<file path="src/rtl/sqr_pkg.sv">
package sqr_pkg;
  localparam int unsigned PER_W   = 11;
  localparam int unsigned DATA_W  = 8;
  localparam int unsigned HI_W    = PER_W - DATA_W;
  localparam int unsigned SEQ_LEN = 8;
  localparam int unsigned POS_W   = $clog2(SEQ_LEN);
  localparam int unsigned DUTY_W  = 2;
  localparam int unsigned VOL_W   = 4;
  localparam int unsigned ADDR_W  = 2;
  localparam int unsigned DUTY_LSB = DATA_W - DUTY_W;

  typedef enum logic [ADDR_W-1:0] {
    REG_DUTY = 2'd0,
    REG_RSVD = 2'd1,
    REG_PLO  = 2'd2,
    REG_PHI  = 2'd3
  } reg_addr_e;

  // Pattern indexed by position (position counts down from 0 after restart).
  function automatic logic [SEQ_LEN-1:0] duty_mask(input logic [DUTY_W-1:0] duty);
    logic [SEQ_LEN-1:0] m;
    case (duty)
      2'd0:    m = 8'b1000_0000;
      2'd1:    m = 8'b1100_0000;
      2'd2:    m = 8'b1111_0000;
      default: m = 8'b0011_1111;
    endcase
    return m;
  endfunction
endpackage

</file>
<file path="src/rtl/sqr_regs.sv">
module sqr_regs
  import sqr_pkg::*;
(
  input  logic              clk_i,
  input  logic              rst_ni,
  input  logic              we_i,
  input  logic [ADDR_W-1:0] addr_i,
  input  logic [DATA_W-1:0] wdata_i,
  output logic [DUTY_W-1:0] duty_o,
  output logic [PER_W-1:0]  period_o,
  output logic              restart_o,
  output logic              env_restart_o
);
  logic wr_duty, wr_lo, wr_hi;
  logic [DUTY_W-1:0] duty_q;
  logic [PER_W-1:0]  period_q;
  logic              env_q;

  assign wr_duty = we_i && (addr_i == REG_DUTY);
  assign wr_lo   = we_i && (addr_i == REG_PLO);
  assign wr_hi   = we_i && (addr_i == REG_PHI);

  always_ff @(posedge clk_i or negedge rst_ni) begin
    if (!rst_ni) begin
      duty_q   <= '0;
      period_q <= '0;
      env_q    <= 1'b0;
    end else begin
      env_q <= wr_hi;
      if (wr_duty) duty_q <= wdata_i[DATA_W-1:DUTY_LSB];
      if (wr_lo)   period_q[DATA_W-1:0] <= wdata_i;
      if (wr_hi)   period_q[PER_W-1:DATA_W] <= wdata_i[HI_W-1:0];
    end
  end

  assign duty_o        = duty_q;
  assign period_o      = period_q;
  assign restart_o     = wr_hi;
  assign env_restart_o = env_q;

  p_env_pulse_r6: assert property (@(posedge clk_i) disable iff (!rst_ni)
    (we_i && addr_i == REG_PHI) |=> env_restart_o);
  p_env_clear_r6: assert property (@(posedge clk_i) disable iff (!rst_ni)
    !(we_i && addr_i == REG_PHI) |=> !env_restart_o);
  p_rsvd_ignored_r8: assert property (@(posedge clk_i) disable iff (!rst_ni)
    (we_i && addr_i == REG_RSVD) |=> ($stable(duty_o) && $stable(period_o)));
endmodule

</file>
<file path="src/rtl/sqr_timer.sv">
module sqr_timer
  import sqr_pkg::*;
(
  input  logic             clk_i,
  input  logic             rst_ni,
  input  logic [PER_W-1:0] period_i,
  output logic             step_o
);
  logic             phase_q;
  logic             tick;
  logic [PER_W-1:0] cnt_q;

  assign tick   = phase_q;
  assign step_o = tick && (cnt_q == '0);

  always_ff @(posedge clk_i or negedge rst_ni) begin
    if (!rst_ni) begin
      phase_q <= 1'b0;
      cnt_q   <= '0;
    end else begin
      phase_q <= ~phase_q;
      if (tick) begin
        if (cnt_q == '0) cnt_q <= period_i;
        else             cnt_q <= cnt_q - 1'b1;
      end
    end
  end

  p_alt_tick_r2: assert property (@(posedge clk_i) disable iff (!rst_ni)
    tick |=> !tick);
  p_hold_off_tick_r2: assert property (@(posedge clk_i) disable iff (!rst_ni)
    !tick |=> $stable(cnt_q));
  p_reload_r2: assert property (@(posedge clk_i) disable iff (!rst_ni)
    step_o |=> (cnt_q == $past(period_i)));
  p_decrement_r2: assert property (@(posedge clk_i) disable iff (!rst_ni)
    (tick && cnt_q != '0) |=> (cnt_q == $past(cnt_q) - 1'b1));
endmodule

</file>
<file path="src/rtl/sqr_seq.sv">
module sqr_seq
  import sqr_pkg::*;
(
  input  logic              clk_i,
  input  logic              rst_ni,
  input  logic              step_i,
  input  logic              restart_i,
  input  logic [DUTY_W-1:0] duty_i,
  output logic              bit_o
);
  logic [POS_W-1:0]   pos_q;
  logic [SEQ_LEN-1:0] mask;

  always_ff @(posedge clk_i or negedge rst_ni) begin
    if (!rst_ni)        pos_q <= '0;
    else if (restart_i) pos_q <= '0;
    else if (step_i)    pos_q <= pos_q - 1'b1;
  end

  assign mask  = duty_mask(duty_i);
  assign bit_o = mask[pos_q];

  p_restart_r6: assert property (@(posedge clk_i) disable iff (!rst_ni)
    restart_i |=> (pos_q == '0));
  p_step_down_r5: assert property (@(posedge clk_i) disable iff (!rst_ni)
    (step_i && !restart_i) |=> (pos_q == $past(pos_q) - 1'b1));
  p_pos_hold_r7: assert property (@(posedge clk_i) disable iff (!rst_ni)
    (!step_i && !restart_i) |=> $stable(pos_q));
endmodule

</file>
<file path="src/rtl/sqr_tone_core.sv">
module sqr_tone_core
  import sqr_pkg::*;
(
  input  logic              clk_i,
  input  logic              rst_ni,
  input  logic              we_i,
  input  logic [ADDR_W-1:0] addr_i,
  input  logic [DATA_W-1:0] wdata_i,
  input  logic [VOL_W-1:0]  env_vol_i,
  input  logic              sweep_mute_i,
  input  logic              len_zero_i,
  output logic [VOL_W-1:0]  sample_o,
  output logic              env_restart_o
);
  logic [DUTY_W-1:0] duty;
  logic [PER_W-1:0]  period;
  logic              restart, step, seq_bit, open;

  sqr_regs i_regs (
    .clk_i, .rst_ni, .we_i, .addr_i, .wdata_i,
    .duty_o(duty), .period_o(period), .restart_o(restart),
    .env_restart_o
  );

  sqr_timer i_timer (
    .clk_i, .rst_ni, .period_i(period), .step_o(step)
  );

  sqr_seq i_seq (
    .clk_i, .rst_ni, .step_i(step), .restart_i(restart),
    .duty_i(duty), .bit_o(seq_bit)
  );

  assign open     = seq_bit && !sweep_mute_i && !len_zero_i;
  assign sample_o = open ? env_vol_i : '0;

  p_mute_r9: assert property (@(posedge clk_i) disable iff (!rst_ni)
    (sweep_mute_i || len_zero_i) |-> (sample_o == '0));
  p_pass_vol_r9: assert property (@(posedge clk_i) disable iff (!rst_ni)
    (sample_o != '0) |-> (sample_o == env_vol_i));
endmodule

</file>
<file path="config.mk">
export PLATFORM = sky130hd
export DESIGN_NAME = sqr_tone_core
export DESIGN_NICKNAME = d
export VERILOG_FILES = /design/src/rtl/sqr_pkg.sv /design/src/rtl/sqr_regs.sv /design/src/rtl/sqr_timer.sv /design/src/rtl/sqr_seq.sv /design/src/rtl/sqr_tone_core.sv
export SDC_FILE = /design/constraint.sdc
export NUM_CORES = 1
export LEC_CHECK = 0
export ABC_AREA = 1
export BUFFER_PORTS_ARGS = -buffer_cell sky130_fd_sc_hd__buf_4
export CORE_ASPECT_RATIO = 0.6
export CORE_MARGIN = 1
export CORE_UTILIZATION = 40
export CTS_CLUSTER_DIAMETER = 40
export CTS_CLUSTER_SIZE = 10
export DETAILED_ROUTE_END_ITERATION = 16
export PLACE_DENSITY_LB_ADDON = 0.12
export SLEW_MARGIN = 25
export SYNTH_ARGS = -nofsm -noshare
export SYNTH_HDL_FRONTEND = slang
export SYNTH_SLANG_ARGS = --single-unit
</file>
<file path="constraint.sdc">
create_clock -name clk_i -period 3.03 [get_ports clk_i]
set_input_delay 0.303 -clock clk_i [delete_from_list [all_inputs] [get_ports clk_i]]
set_output_delay 0.303 -clock clk_i [all_outputs]
set_load 0.05 [all_outputs]
</file>
==> metrics.md <==
| Metric | Value |
|---|---|
| Status | finished clean |
| Origin of the worst setup path | i_regs.duty_o[0] |
| Final setup fails | 0 |
| Largest family of logic cells by synthesized area | simple AND/OR/NAND/NOR gates |
| Cells after synthesis | 202 |
| Detailed Routing Iterations Pass 1 | 4 |
| RSZ-0062 raised after global routing | false |
| P_leak | 0.00101 uW |
| Routed WL per cell | between 10 and 15 microns |
| P&R area growth vs syn | 19.0% |
| Die span in x | 83.7 microns |
| Post-Synth XOR/XNOR Area | 0.00547 |
| # rows | 17 |
| Chip height | 51.0 microns |
| Final WL | 3440 microns |
| Min Tclk post-route | about 1.9 ns |
| Die ar. | about 4300 sq um |
| Yosys warnings | 0 |
| Core area | 3740 sq um |
| Mux cell area share after synthesis | 0.0211 |
| HP Class | primary input to flop |
| Starting Density | 0.428 |
| Largest net degree at the start of global routing | 30 |
| Fillers | 360 |
| CTS tree | done |
| Worst slew margin | 0.670 |
| Worst-Skew Late Latency | between 0.2 and 0.3 ns |
| Initial antenna violation count | 0 |
| CTS Buf Count | 5 |
| Area of the multi-input gates | 732 sq um |
| GRT overflow | 0 |
| DP HPWL | around 2700 microns |
| Vias in the first global route | 1240 |
| Fin crit share | 0.632 |
| Number of DRC markers in iteration 0 | 93 |
| Yosys cell types | 25 |
| Via Count | 1353 |
| Ant. Diodes | 0 |
| Count leader, synth | nand2_1 |
| Fmax | 522 MHz |
| DRC errors left | 0 |
| Compound-gate portion of the synthesized area | 0.0656 |
| Maximum VDD drop | approximately 0.00030 V |
| Seq/Total Area, Yosys | 0.453 |
| I/O pin total | 24 |
| Reg area | 726 sq um |
| Crit path kind | flop to primary output |
| Worst-Margin Slew | 0.495 ns |
| Pwr/cell area | around 700 nW/um^2 |
| WP data arrival | 1.61 ns |
| Synthesized Nets | 226 |
| Final GP Congestion | ~0.85 |
| Worst hold start | wdata_i[5] |
| Tot GR Track Use | 0.180 |
| Post-CTS setup buffer count | 0 |
| Critical Path RT | 2.73 ns |
| CTS Sinks | 29 |
| Max Slew Vio Count | 0 |
| Worst clock skew | about 0.0032 ns |
| Post-synthesis async set-or-reset flop share | 1.00 |
| FF-to-FF Start | i_timer.cnt_q[0] |
| Simple-Gate Fraction of Synth Area | 0.326 |
| Clock-pin slew on the worst setup and hold paths | 0.06 ns |
| Netlist Area Pre-Place | 1600 sq um |
| H-tree Lvls | 2 |
| Synth area leader | dfrtp_1 |
| Clk root buf | clkbuf_8 |
| Fin. Hold Viols | 0 |
| Remaining antenna violation count after routing | 0 |
| Post-synth EDFFs | 0 |
| MaxCap Viol Count | 0 |
| CTS Buffer Depth | 2 |
| Synth Area in Adders | 0.0391 |
| Max FO, Critical Path | 4 |
| Total Nets Final | between 200 and 300 |
| Avg Inst Size Synth | ~7.9 sq um |
| Synth top cells by count | nand2_1 (46), dfrtp_1 (29), inv_1 (29) |
| Synth Flop Type | dfrtp_1 |
| Yosys reg bits | 29 |
| Port bufs | 23 |
| CP startpoint kind | flop |
| Setup_tns | 0 ns |
| First-pass GRT wire length | ~5800 microns |
| DR vias/cell | 4.90 |
| Critical Path End Type | primary output |
| Total Power | 1320 uW |
| Top cell type's share of synthesized area | 0.453 |
| Layout cells sized above 1 | 0.192 |
| Synth area leaders | dfrtp_1 (45%), nand2_1 (11%), nand3_1 (8.4%) |
==> cells by family (layout without fill, tap and decap cells) <==
logic type               count (synthesis)  count (layout)
adder cells (fa/ha/maj)                  5               5
buffers and inverters                   36              63
AND/OR/NAND/NOR                        107             107
AO/OA/AOI/OAI                           21              21
XOR/XNOR                                 1               1
multiplexers                             3               3
flip-flops                              29              29
==> worst max-delay path, stage by stage, from the launching register on <==
cell     delay [ns]
dfrtp_1        0.37
inv_1          0.05
ha_1           0.28
o21ai_0        0.15
nand3_1        0.16
nor2_1         0.12
buf_4          0.21
==> layout make-up <==
class,count,share of cell area
well taps,47,0.0309
clock buffers,7,0.0453
multi-input cells,137,0.384
repair buffers,24,0.0959
inverters,32,0.0630
flip-flops and latches,29,0.381
==> path summary, 6_finish.rpt <==
check                      slack, ns                  to  depth (start not counted)
hold / removal                  0.26  i_regs.period_o[5]                          2
min in group asynchronous       0.49    i_timer.cnt_q[0]                          2
max in group asynchronous       2.26      i_seq.pos_q[2]                          2
setup reg to reg                1.47    i_timer.cnt_q[8]                          9
hold reg to reg                 0.50  i_regs.period_o[6]                          2
setup / recovery                1.12         sample_o[2]                          6
==> routing by layer <==
| layer | GRT usage | wire (microns) | up-vias |
|---|---|---|---|
| li1 | - | - | 697 |
| met1 | 0.260 | 1850 | 618 |
| met2 | 0.240 | 1360 | 31 |
| met3 | 0.0565 | 171 | 7 |
| met4 | 0.0876 | 55 | 0 |
| met5 | 0 | 0 | - |
==> layout by cell type (no fill, tap or decap), drive strengths merged, types with 3 or more instances in the layout <==
cell type,instances
clkbuf,7
buf,23
nand3,28
nand3b,5
mux2,3
nand2,50
inv,31
dfrtp,29
nor2,18
o21ai,20
nand4,5
ha,5
==> sequential cells by signal, summed over array words and instances (netlist names) <==
register / flops
i_timer.phase_q: 1
i_regs.duty_o: 2
i_timer.cnt_q: 11
i_seq.pos_q: 3
i_regs.env_restart_o: 1
i_regs.period_o: 11
==> power by group <==
| part | internal, uW | leakage [uW] | switching (uW) | total, uW |
|---|---|---|---|---|
| registers | 495 | 0.000356 | 88.5 | 583 |
| clock network | 180 | 0.0000443 | 137 | 316 |
| logic | 160 | 0.000613 | 259 | 419 |
==> metrics by stage <==
stage / setup slack, ns / instance area, sq um / util / hold slack, ns / instances
after detailed placement: 1.39 / 1810 / 0.483 / 0.249 / 268
after floorplan: 1.14 / 1600 / - / 0.00741 / 202
final: 1.12 / 1910 / 0.509 / 0.259 / 276
after global routing: 0.953 / 1910 / 0.509 / 0.248 / 276
after CTS: 1.08 / 1910 / 0.509 / 0.252 / 276
after global placement: 1.46 / 1810 / 0.483 / 0.248 / 268
==> timing repair <==
| item | 4_1_cts | 5_1_grt |
|---|---|---|
| hold buffers | 1 | 0 |
| endpoints found under the setup margin | 0 | 0 |
| resized for setup | 0 | 0 |
| endpoints found under the hold margin | 29 | 0 |
Note: power is estimated with default switching activity, not from simulation.
